===== config.mk =====
export PLATFORM = sky130hd
export DESIGN_NAME = q4_link_tx
export DESIGN_NICKNAME = d
export VERILOG_FILES = /design/src/rtl/q4_link_pkg.sv /design/src/rtl/q4_ack_sync.sv /design/src/rtl/q4_sym_encoder.sv /design/src/rtl/q4_link_tx.sv
export SDC_FILE = /design/constraint.sdc
export NUM_CORES = 1
export LEC_CHECK = 0
export ABC_AREA = 1
export BUFFER_PORTS_ARGS = -buffer_cell sky130_fd_sc_hd__buf_2
export CORE_MARGIN = 2
export CORE_UTILIZATION = 35
export CTS_BUF_LIST = sky130_fd_sc_hd__clkbuf_8
export DETAILED_ROUTE_END_ITERATION = 10
export PLACE_DENSITY = 0.63
export SYNTH_ARGS = -nofsm -noshare
export SYNTH_HDL_FRONTEND = slang
export SYNTH_HIERARCHICAL = 1
export SYNTH_SLANG_ARGS = --single-unit

===== constraint.sdc =====
create_clock -name clk -period 1.4 [get_ports clk]
set_input_delay 0.07 -clock clk [delete_from_list [all_inputs] [get_ports clk]]
set_output_delay 0.07 -clock clk [all_outputs]
set_load 0.01 [all_outputs]

===== src/rtl/q4_link_pkg.sv =====
package q4_link_pkg;

    localparam int RAILS     = 4;
    localparam int ADDR_SYMS = 4;
    localparam int COORD_W   = 4;

    typedef enum logic [1:0] {
        KIND_DATA  = 2'd0,
        KIND_HEAD  = 2'd1,
        KIND_TAIL  = 2'd2,
        KIND_SPARE = 2'd3
    } flit_kind_e;

    typedef enum logic [3:0] {
        ST_IDLE,
        ST_DRIVE,
        ST_WAIT_ACK_HI,
        ST_RTZ,
        ST_WAIT_ACK_LO,
        ST_EOF_DRIVE,
        ST_EOF_WAIT_HI,
        ST_EOF_RTZ,
        ST_EOF_WAIT_LO
    } tx_state_e;

    // what the link outputs show in a given state
    typedef struct packed {
        logic data_on;
        logic eof_on;
        logic idle;
    } drive_t;

    function automatic logic [RAILS-1:0] dig_to_rails(input logic [1:0] v);
        return 4'b0001 << v;
    endfunction

    function automatic drive_t state_drive(input tx_state_e s);
        drive_t d;
        d.data_on = (s == ST_DRIVE) || (s == ST_WAIT_ACK_HI);
        d.eof_on  = (s == ST_EOF_DRIVE) || (s == ST_EOF_WAIT_HI);
        d.idle    = (s == ST_IDLE);
        return d;
    endfunction

endpackage


===== src/rtl/q4_ack_sync.sv =====
module q4_ack_sync #(
    parameter int STAGES = 2
) (
    input  logic clk,
    input  logic rst,
    input  logic ack_async,
    output logic ack_sync
);
    logic [STAGES-1:0] sh_q;

    always_ff @(posedge clk) begin
        if (rst) sh_q <= '0;
        else     sh_q <= {sh_q[STAGES-2:0], ack_async};
    end

    assign ack_sync = sh_q[STAGES-1];
endmodule


===== src/rtl/q4_sym_encoder.sv =====
module q4_sym_encoder
    import q4_link_pkg::*;
#(
    parameter int FLIT_W = 16,
    localparam int SYM_N = FLIT_W / 2
) (
    input  flit_kind_e                     kind,
    input  logic [COORD_W-1:0]             dx,
    input  logic [COORD_W-1:0]             dy,
    input  logic [FLIT_W-1:0]              data,
    output logic [RAILS-1:0][SYM_N-1:0]    code
);
    logic [2*COORD_W-1:0]       addr;
    logic [SYM_N-1:0][1:0]      head_dig;
    logic [SYM_N-1:0][1:0]      body_dig;
    logic                       is_head;

    assign addr    = {dy, dx};
    assign is_head = (kind == KIND_HEAD);

    for (genvar p = 0; p < SYM_N; p++) begin : g_pos
        if (p < ADDR_SYMS) begin : g_addr
            assign head_dig[p] = addr[2*p +: 2];
        end else begin : g_pay
            assign head_dig[p] = data[2*(p-ADDR_SYMS) +: 2];
        end
        assign body_dig[p] = data[2*p +: 2];
    end

    always_comb begin
        code = '0;
        for (int p = 0; p < SYM_N; p++) begin
            logic [RAILS-1:0] oh;
            oh = dig_to_rails(is_head ? head_dig[p] : body_dig[p]);
            for (int r = 0; r < RAILS; r++) code[r][p] = oh[r];
        end
    end
endmodule


===== src/rtl/q4_link_tx.sv =====
module q4_link_tx
    import q4_link_pkg::*;
#(
    parameter int FLIT_W      = 16,
    parameter int SYNC_STAGES = 2,
    localparam int SYM_N      = FLIT_W / 2
) (
    input  logic                        clk,
    input  logic                        rst,
    input  logic                        flit_valid,
    output logic                        flit_ready,
    input  logic [1:0]                  flit_kind,
    input  logic [COORD_W-1:0]          flit_dx,
    input  logic [COORD_W-1:0]          flit_dy,
    input  logic [FLIT_W-1:0]           flit_data,
    output logic [RAILS-1:0][SYM_N-1:0] lnk_rail,
    output logic                        lnk_eof,
    input  logic                        lnk_ack
);
    tx_state_e                  state_q, state_d;
    logic [RAILS-1:0][SYM_N-1:0] code_q, enc_code;
    logic                       tail_q;
    logic                       ack_s;
    logic                       take;
    drive_t                     drv;

    q4_ack_sync #(.STAGES(SYNC_STAGES)) u_sync (
        .clk       (clk),
        .rst       (rst),
        .ack_async (lnk_ack),
        .ack_sync  (ack_s)
    );

    q4_sym_encoder #(.FLIT_W(FLIT_W)) u_enc (
        .kind (flit_kind_e'(flit_kind)),
        .dx   (flit_dx),
        .dy   (flit_dy),
        .data (flit_data),
        .code (enc_code)
    );

    assign drv        = state_drive(state_q);
    assign flit_ready = drv.idle;
    assign take       = flit_valid && drv.idle;
    assign lnk_rail   = drv.data_on ? code_q : '0;
    assign lnk_eof    = drv.eof_on;

    always_comb begin
        state_d = state_q;
        unique case (state_q)
            ST_IDLE:        if (take)   state_d = ST_DRIVE;
            ST_DRIVE:                   state_d = ST_WAIT_ACK_HI;
            ST_WAIT_ACK_HI: if (ack_s)  state_d = ST_RTZ;
            ST_RTZ:                     state_d = ST_WAIT_ACK_LO;
            ST_WAIT_ACK_LO: if (!ack_s) state_d = tail_q ? ST_EOF_DRIVE : ST_IDLE;
            ST_EOF_DRIVE:               state_d = ST_EOF_WAIT_HI;
            ST_EOF_WAIT_HI: if (ack_s)  state_d = ST_EOF_RTZ;
            ST_EOF_RTZ:                 state_d = ST_EOF_WAIT_LO;
            ST_EOF_WAIT_LO: if (!ack_s) state_d = ST_IDLE;
            default:                    state_d = ST_IDLE;
        endcase
    end

    always_ff @(posedge clk) begin
        if (rst) begin
            state_q <= ST_IDLE;
            code_q  <= '0;
            tail_q  <= 1'b0;
        end else begin
            state_q <= state_d;
            if (take) begin
                code_q <= enc_code;
                tail_q <= (flit_kind_e'(flit_kind) == KIND_TAIL);
            end
        end
    end
endmodule


* After elaboration in Yosys (flattened, before gate mapping)
Cells that the tools add are included.
** Storage, ports and cells
- Output and inout bits :: 34
- Register bits :: 39
- Word-level logic and storage cells :: 51
- Bits of input ports :: 30
** Operators by class
- Reduce and logical (&&, ||, !) cells :: 5
- Eq/ne operators :: 15
- Mux-type cells :: 16
- Shift-type cells :: 8
** Operators by type and width (number)
- 4-bit one-hot mux with 9 select lines :: 1
- 32-bit 2-to-1 mux :: 1
- 1-bit by 2-bit << shifter with 4-bit output, first input constant :: 8
- 4-bit 2-to-1 mux :: 5
- 4-bit by 3-bit equality test with 1-bit output, second input constant :: 4
- 2-bit 2-to-1 mux :: 8
- 4-bit by 2-bit equality test with 1-bit output, second input constant :: 2
- 2-bit by 1-bit != test with 1-bit output, second input constant :: 3
- 5-bit AND reduction :: 1
- 4-bit by 1-bit equality test with 1-bit output, second input constant :: 1
- 4-bit equality test, second input constant :: 1
- 4-bit zero test :: 1
- 2-bit != test, second input constant :: 2
- 3-bit 2-to-1 mux :: 1
- 2-bit by 1-bit equality test with 1-bit output, second input constant :: 1
- 2-bit equality test, second input constant :: 1
- 1-bit logical OR :: 2
- 1-bit logical AND :: 1

* Logic depth before layout (Yosys ltp)
- Word-level depth :: 4
- Depth in mapped cells :: 8
- Mapped depth without buffers :: 7

* Hierarchy
The synthesis kept the hierarchy.
** By module, submodules not included
- q4_link_tx :: instances 1, area each 1796.7 um^2, cells an instance 223, sequential area each 740.7 um^2
- q4_sym_encoder :: instances 1, area each 691.9 um^2, cells an instance 160, sequential area each 0.0 um^2
- q4_ack_sync :: instances 1, area each 55.1 um^2, cells an instance 6, sequential area each 40.0 um^2

* Worst setup path after synthesis
Ideal clock, no wire load.
- Path kind :: register to register
- From :: register state_q[3]
- To :: register code_q[0] (netlist bit)
- Stages on the path, launching flop included :: 9
- Data arrival time :: 1089 ps
- Period minus slack after synthesis :: 1236 ps
- Setup slack :: 164 ps
- Library setup time :: 146 ps
- Path through :: dfxtp_1 > inv_2 > nand2_2 > nor2_4 > nand2_2 > buf_6 > buf_6 > nor2_1 > a211oi_2
** Between the ends
- Longest elaborated chain between the ends :: 2
** Ends and longest elaborated chain
- from (decl) :: line q4_link_tx.sv:20 : tx_state_e state_q, state_d;
- from (signal assigned) :: line q4_link_tx.sv:70 : state_q <= state_d;
- 4-bit zero test :: line q4_link_pkg.sv:41 : d.idle = (s == ST_IDLE);
- via flit_ready :: line q4_link_tx.sv:11 : output logic flit_ready,
- 1-bit logical AND :: line q4_link_tx.sv:44 : assign take = flit_valid && drv.idle;
- to (signal assigned) :: line q4_link_tx.sv:72 : code_q <= enc_code;
- to (decl) :: line q4_link_tx.sv:21 : logic [RAILS-1:0][SYM_N-1:0] code_q, enc_code;
The timed path passes the listed nets, and every way through them passes these cells.
A chain may end at the register's enable or synchronous reset.

==> results.json <==
{
  "hold_viol": 0,
  "cp_max_fo": 8,
  "clk_pin_slew_ns": 0.08,
  "fin_cells": 553,
  "grt_start_max_net_pins": 40,
  "synthesis.area_um2": 2540,
  "final_antenna_net_count": 0,
  "cp.arrival_ns": 1.44,
  "p_clk_share_pct": 13.6,
  "required_ns": 1.33,
  "status": "finished, violations left",
  "grtUsageTotal_pct": 18.0,
  "finalSetupViolations": 24,
  "swShare_pct": 42.8,
  "synth_ff_type": "dfxtp_1",
  "std_cell_rows": 31,
  "synth_edf_count": 0,
  "gp_congestion": 0.857,
  "start_util_pct": 35.6,
  "drive_gt1_share_pct": 35.5,
  "yosysSeqAreaShare_pct": 30.7,
  "fin_crit_sh_pct": 108,
  "io_buffers": 63,
  "die_area_um2": 7970,
  "hold_class": "primary input to flop",
  "grt_antenna_before_repair": 0,
  "grt_overflow": 0,
  "cts_buffers": 5,
  "drc": 0,
  "end_kind": "output port",
  "ys_async_sr_fraction_pct": 0,
  "combPwrFrac_pct": 61.7,
  "switchingPower_w": 0.00270,
  "initialDrtViolationCount": 169,
  "drv_cap": 0,
  "synth_cell_types": 20,
  "finalMaxSlewViolations": 0,
  "ys_seq_elements": 39,
  "drtPass1Iterations": 4,
  "syn_to_final_growth_pct": 35.7,
  "fmax_mhz": 662,
  "cp-start-kind": "flop",
  "vias": 2583,
  "fin_crit_ns": 1.51,
  "coreArea_um2": 7140,
  "wire_per_inst_um": 12.7,
  "maxSlewHeadroom_pct": 78.2,
  "syn_area_per_cell_um2": 6.54,
  "failed_checks": "negative setup slack",
  "irDropWorstVdd_uv": 645,
  "setup_slack_ns": -0.111,
  "synth_area_leader_cell": "dfxtp_1",
  "rsz0062_at_grt": "yes",
  "p_leak_nw": 1.66,
  "ys_warn_count": 6,
  "ios": 64,
  "clk_latency_ns": 0.29,
  "synth.area.top_cells": "dfxtp_1 31%, nor2_1 15%, a211oi_2 15%, nand2_1 11%, inv_1 8.7%",
  "worstSetupPathType": "flop to output port",
  "cts_tree": "yes",
  "grt_pass1_wl_um": 11000,
  "seqPwrFrac_pct": 24.7,
  "hpwlAfterDp_um": 4730,
  "die_h_um": 89.3,
  "n_antenna_cell": 0,
  "dp.cells": 535,
  "power_density_nw_per_um2": 1830,
  "placedInstanceArea_um2": 2930,
  "fin_tns_setup_ns": -1.86,
  "clock-root-buffer": "clkbuf_8",
  "grt_pass1_vias": 2384,
  "htree_levels": 2,
  "viasPerCell": 4.67,
  "syn_nets": 419,
  "die_w_um": 89.3,
  "skew_ns": 0.00756,
  "final_area_um2": 3450,
  "drt-total-wl_um": 7010,
  "synth_cells": 389,
  "max-clock-path-buffers": 2,
  "synth_top_cell_area_share_pct": 30.7,
  "worst_pin_slew_ns": 0.326,
  "nNetsFinal": 483,
  "cts.sinks": 39,
  "internal_power_w": 0.00361
}
synth_stat cells (2+ instances only):
library cell    n
nand3_1        35
inv_1          59
nand2_2         2
a211oi_2       30
nor2_1        105
inv_2           3
nand3b_1        5
clkbuf_1        2
buf_6           9
a21oi_1         4
a211oi_1        2
nand4_1         2
dfxtp_1        39
buf_2          11
nand2_1        76
sequential cells by signal (all words and copies together) (netlist names):
name,flops
state_q,4
u_sync/sh_q,2
code_q,32
tail_q,1
routing by layer:
layer / routed length [µm] / global-route usage (%) / part of all wire (%)
met1: 3080 / 22.2 / 44
met2: 3280 / 30.2 / 47
met3: 415 / 3.88 / 5.9
met4: 225 / 7.87 / 3.2
met5: 0 / 0 / 0
critical path: stages, from the launching register on:
cell and delay (ns):
dfxtp_2 0.35, buf_6 0.11, nand2_4 0.05, nand2_4 0.06, nand2_4 0.08, buf_12 0.14, buf_16 0.14, nor2_1 0.08
buf_2 0.13
cell type report:
type	instances	area [µm²]
clock buffer	7	96.3
clock inverter	1	7.51
fill	760	3680
inverter	62	235
multi-input combinational	264	1520
sequential	39	787
tap	99	124
timing repair buffer	81	679
kinds of logic (layout without fill, tap and decap cells):
kind of cell	Yosys count	after routing	synth area share, %
compound gates	37	37	16.3
buf+inv	86	151	16.0
simple gates	227	227	36.9
flops	39	39	30.7
stage by stage:
step | hold WS, ns | power [W] | setup WS, ns | util, %
6_report | 0.0709 | 0.00631 | -0.111 | 48.4
5_1_grt | 0.0737 | 0.00673 | -0.175 | 48.4
4_1_cts | 0.0633 | 0.00642 | -0.103 | 47.8
3_5_place_dp | 0.276 | 0.00410 | 0.122 | 41.1
3_3_place_gp | 0.272 | 0.00402 | 0.167 | 41.1
2_1_floorplan | 0.141 | 0.00344 | 0.164 | -
cell usage in the layout, fill, tap and decap left out:
cell,n
a211oi_1,2
dfxtp_4,1
inv_4,1
nor2_2,12
buf_4,6
inv_1,57
dfxtp_1,36
buf_12,5
clkbuf_8,7
a211oi_2,30
nand4_1,2
a21oi_1,4
nand2_2,3
inv_2,4
buf_16,2
buf_2,49
dfxtp_2,2
clkinvlp_4,1
nand3_1,35
nor2_1,78
nand3b_1,5
buf_6,17
nand2_4,4
nor2_4,16
nand2_1,72
dlygate4sd3_1,1
o21ai_0,1
bufbuf_16,1
timing repair:
item                       CTS  global route
hold endpoints to repair     1             0
resized for setup           53            23
buffers inserted             7             0
pin swaps                    2             0
hold buffers                 1             0
gates cloned                 4             0
setup endpoints to repair   32            51
final timing paths:
| kind | from | endpoint | slack [ns] | cells past startpoint |
|---|---|---|---|---|
| setup / recovery | state_q[1]$_SDFFE_PP0P_ | lnk_rail[20] | -0.11 | 8 |
| setup reg to reg | state_q[1]$_SDFFE_PP0P_ | state_q[2]$_SDFFE_PP0P_ | 0.02 | 7 |
| hold reg to reg | u_sync/sh_q[0]$_SDFF_PP0_ | u_sync/sh_q[1]$_SDFF_PP0_ | 0.41 | 2 |
| hold / removal | flit_kind[1] | tail_q$_SDFFE_PP0P_ | 0.07 | 3 |
power by group through the flow:
stage / combinational (W) / clock, W / sequential (W)
after floorplan: 0.00189 / 0 / 0.00155
after global placement: 0.00247 / 0 / 0.00155
after detailed placement: 0.00254 / 0 / 0.00156
after CTS: 0.00398 / 0.000882 / 0.00156
after global routing: 0.00422 / 0.000916 / 0.00159
final: 0.00389 / 0.000859 / 0.00156
Note: power is estimated with default switching activity, not from simulation.
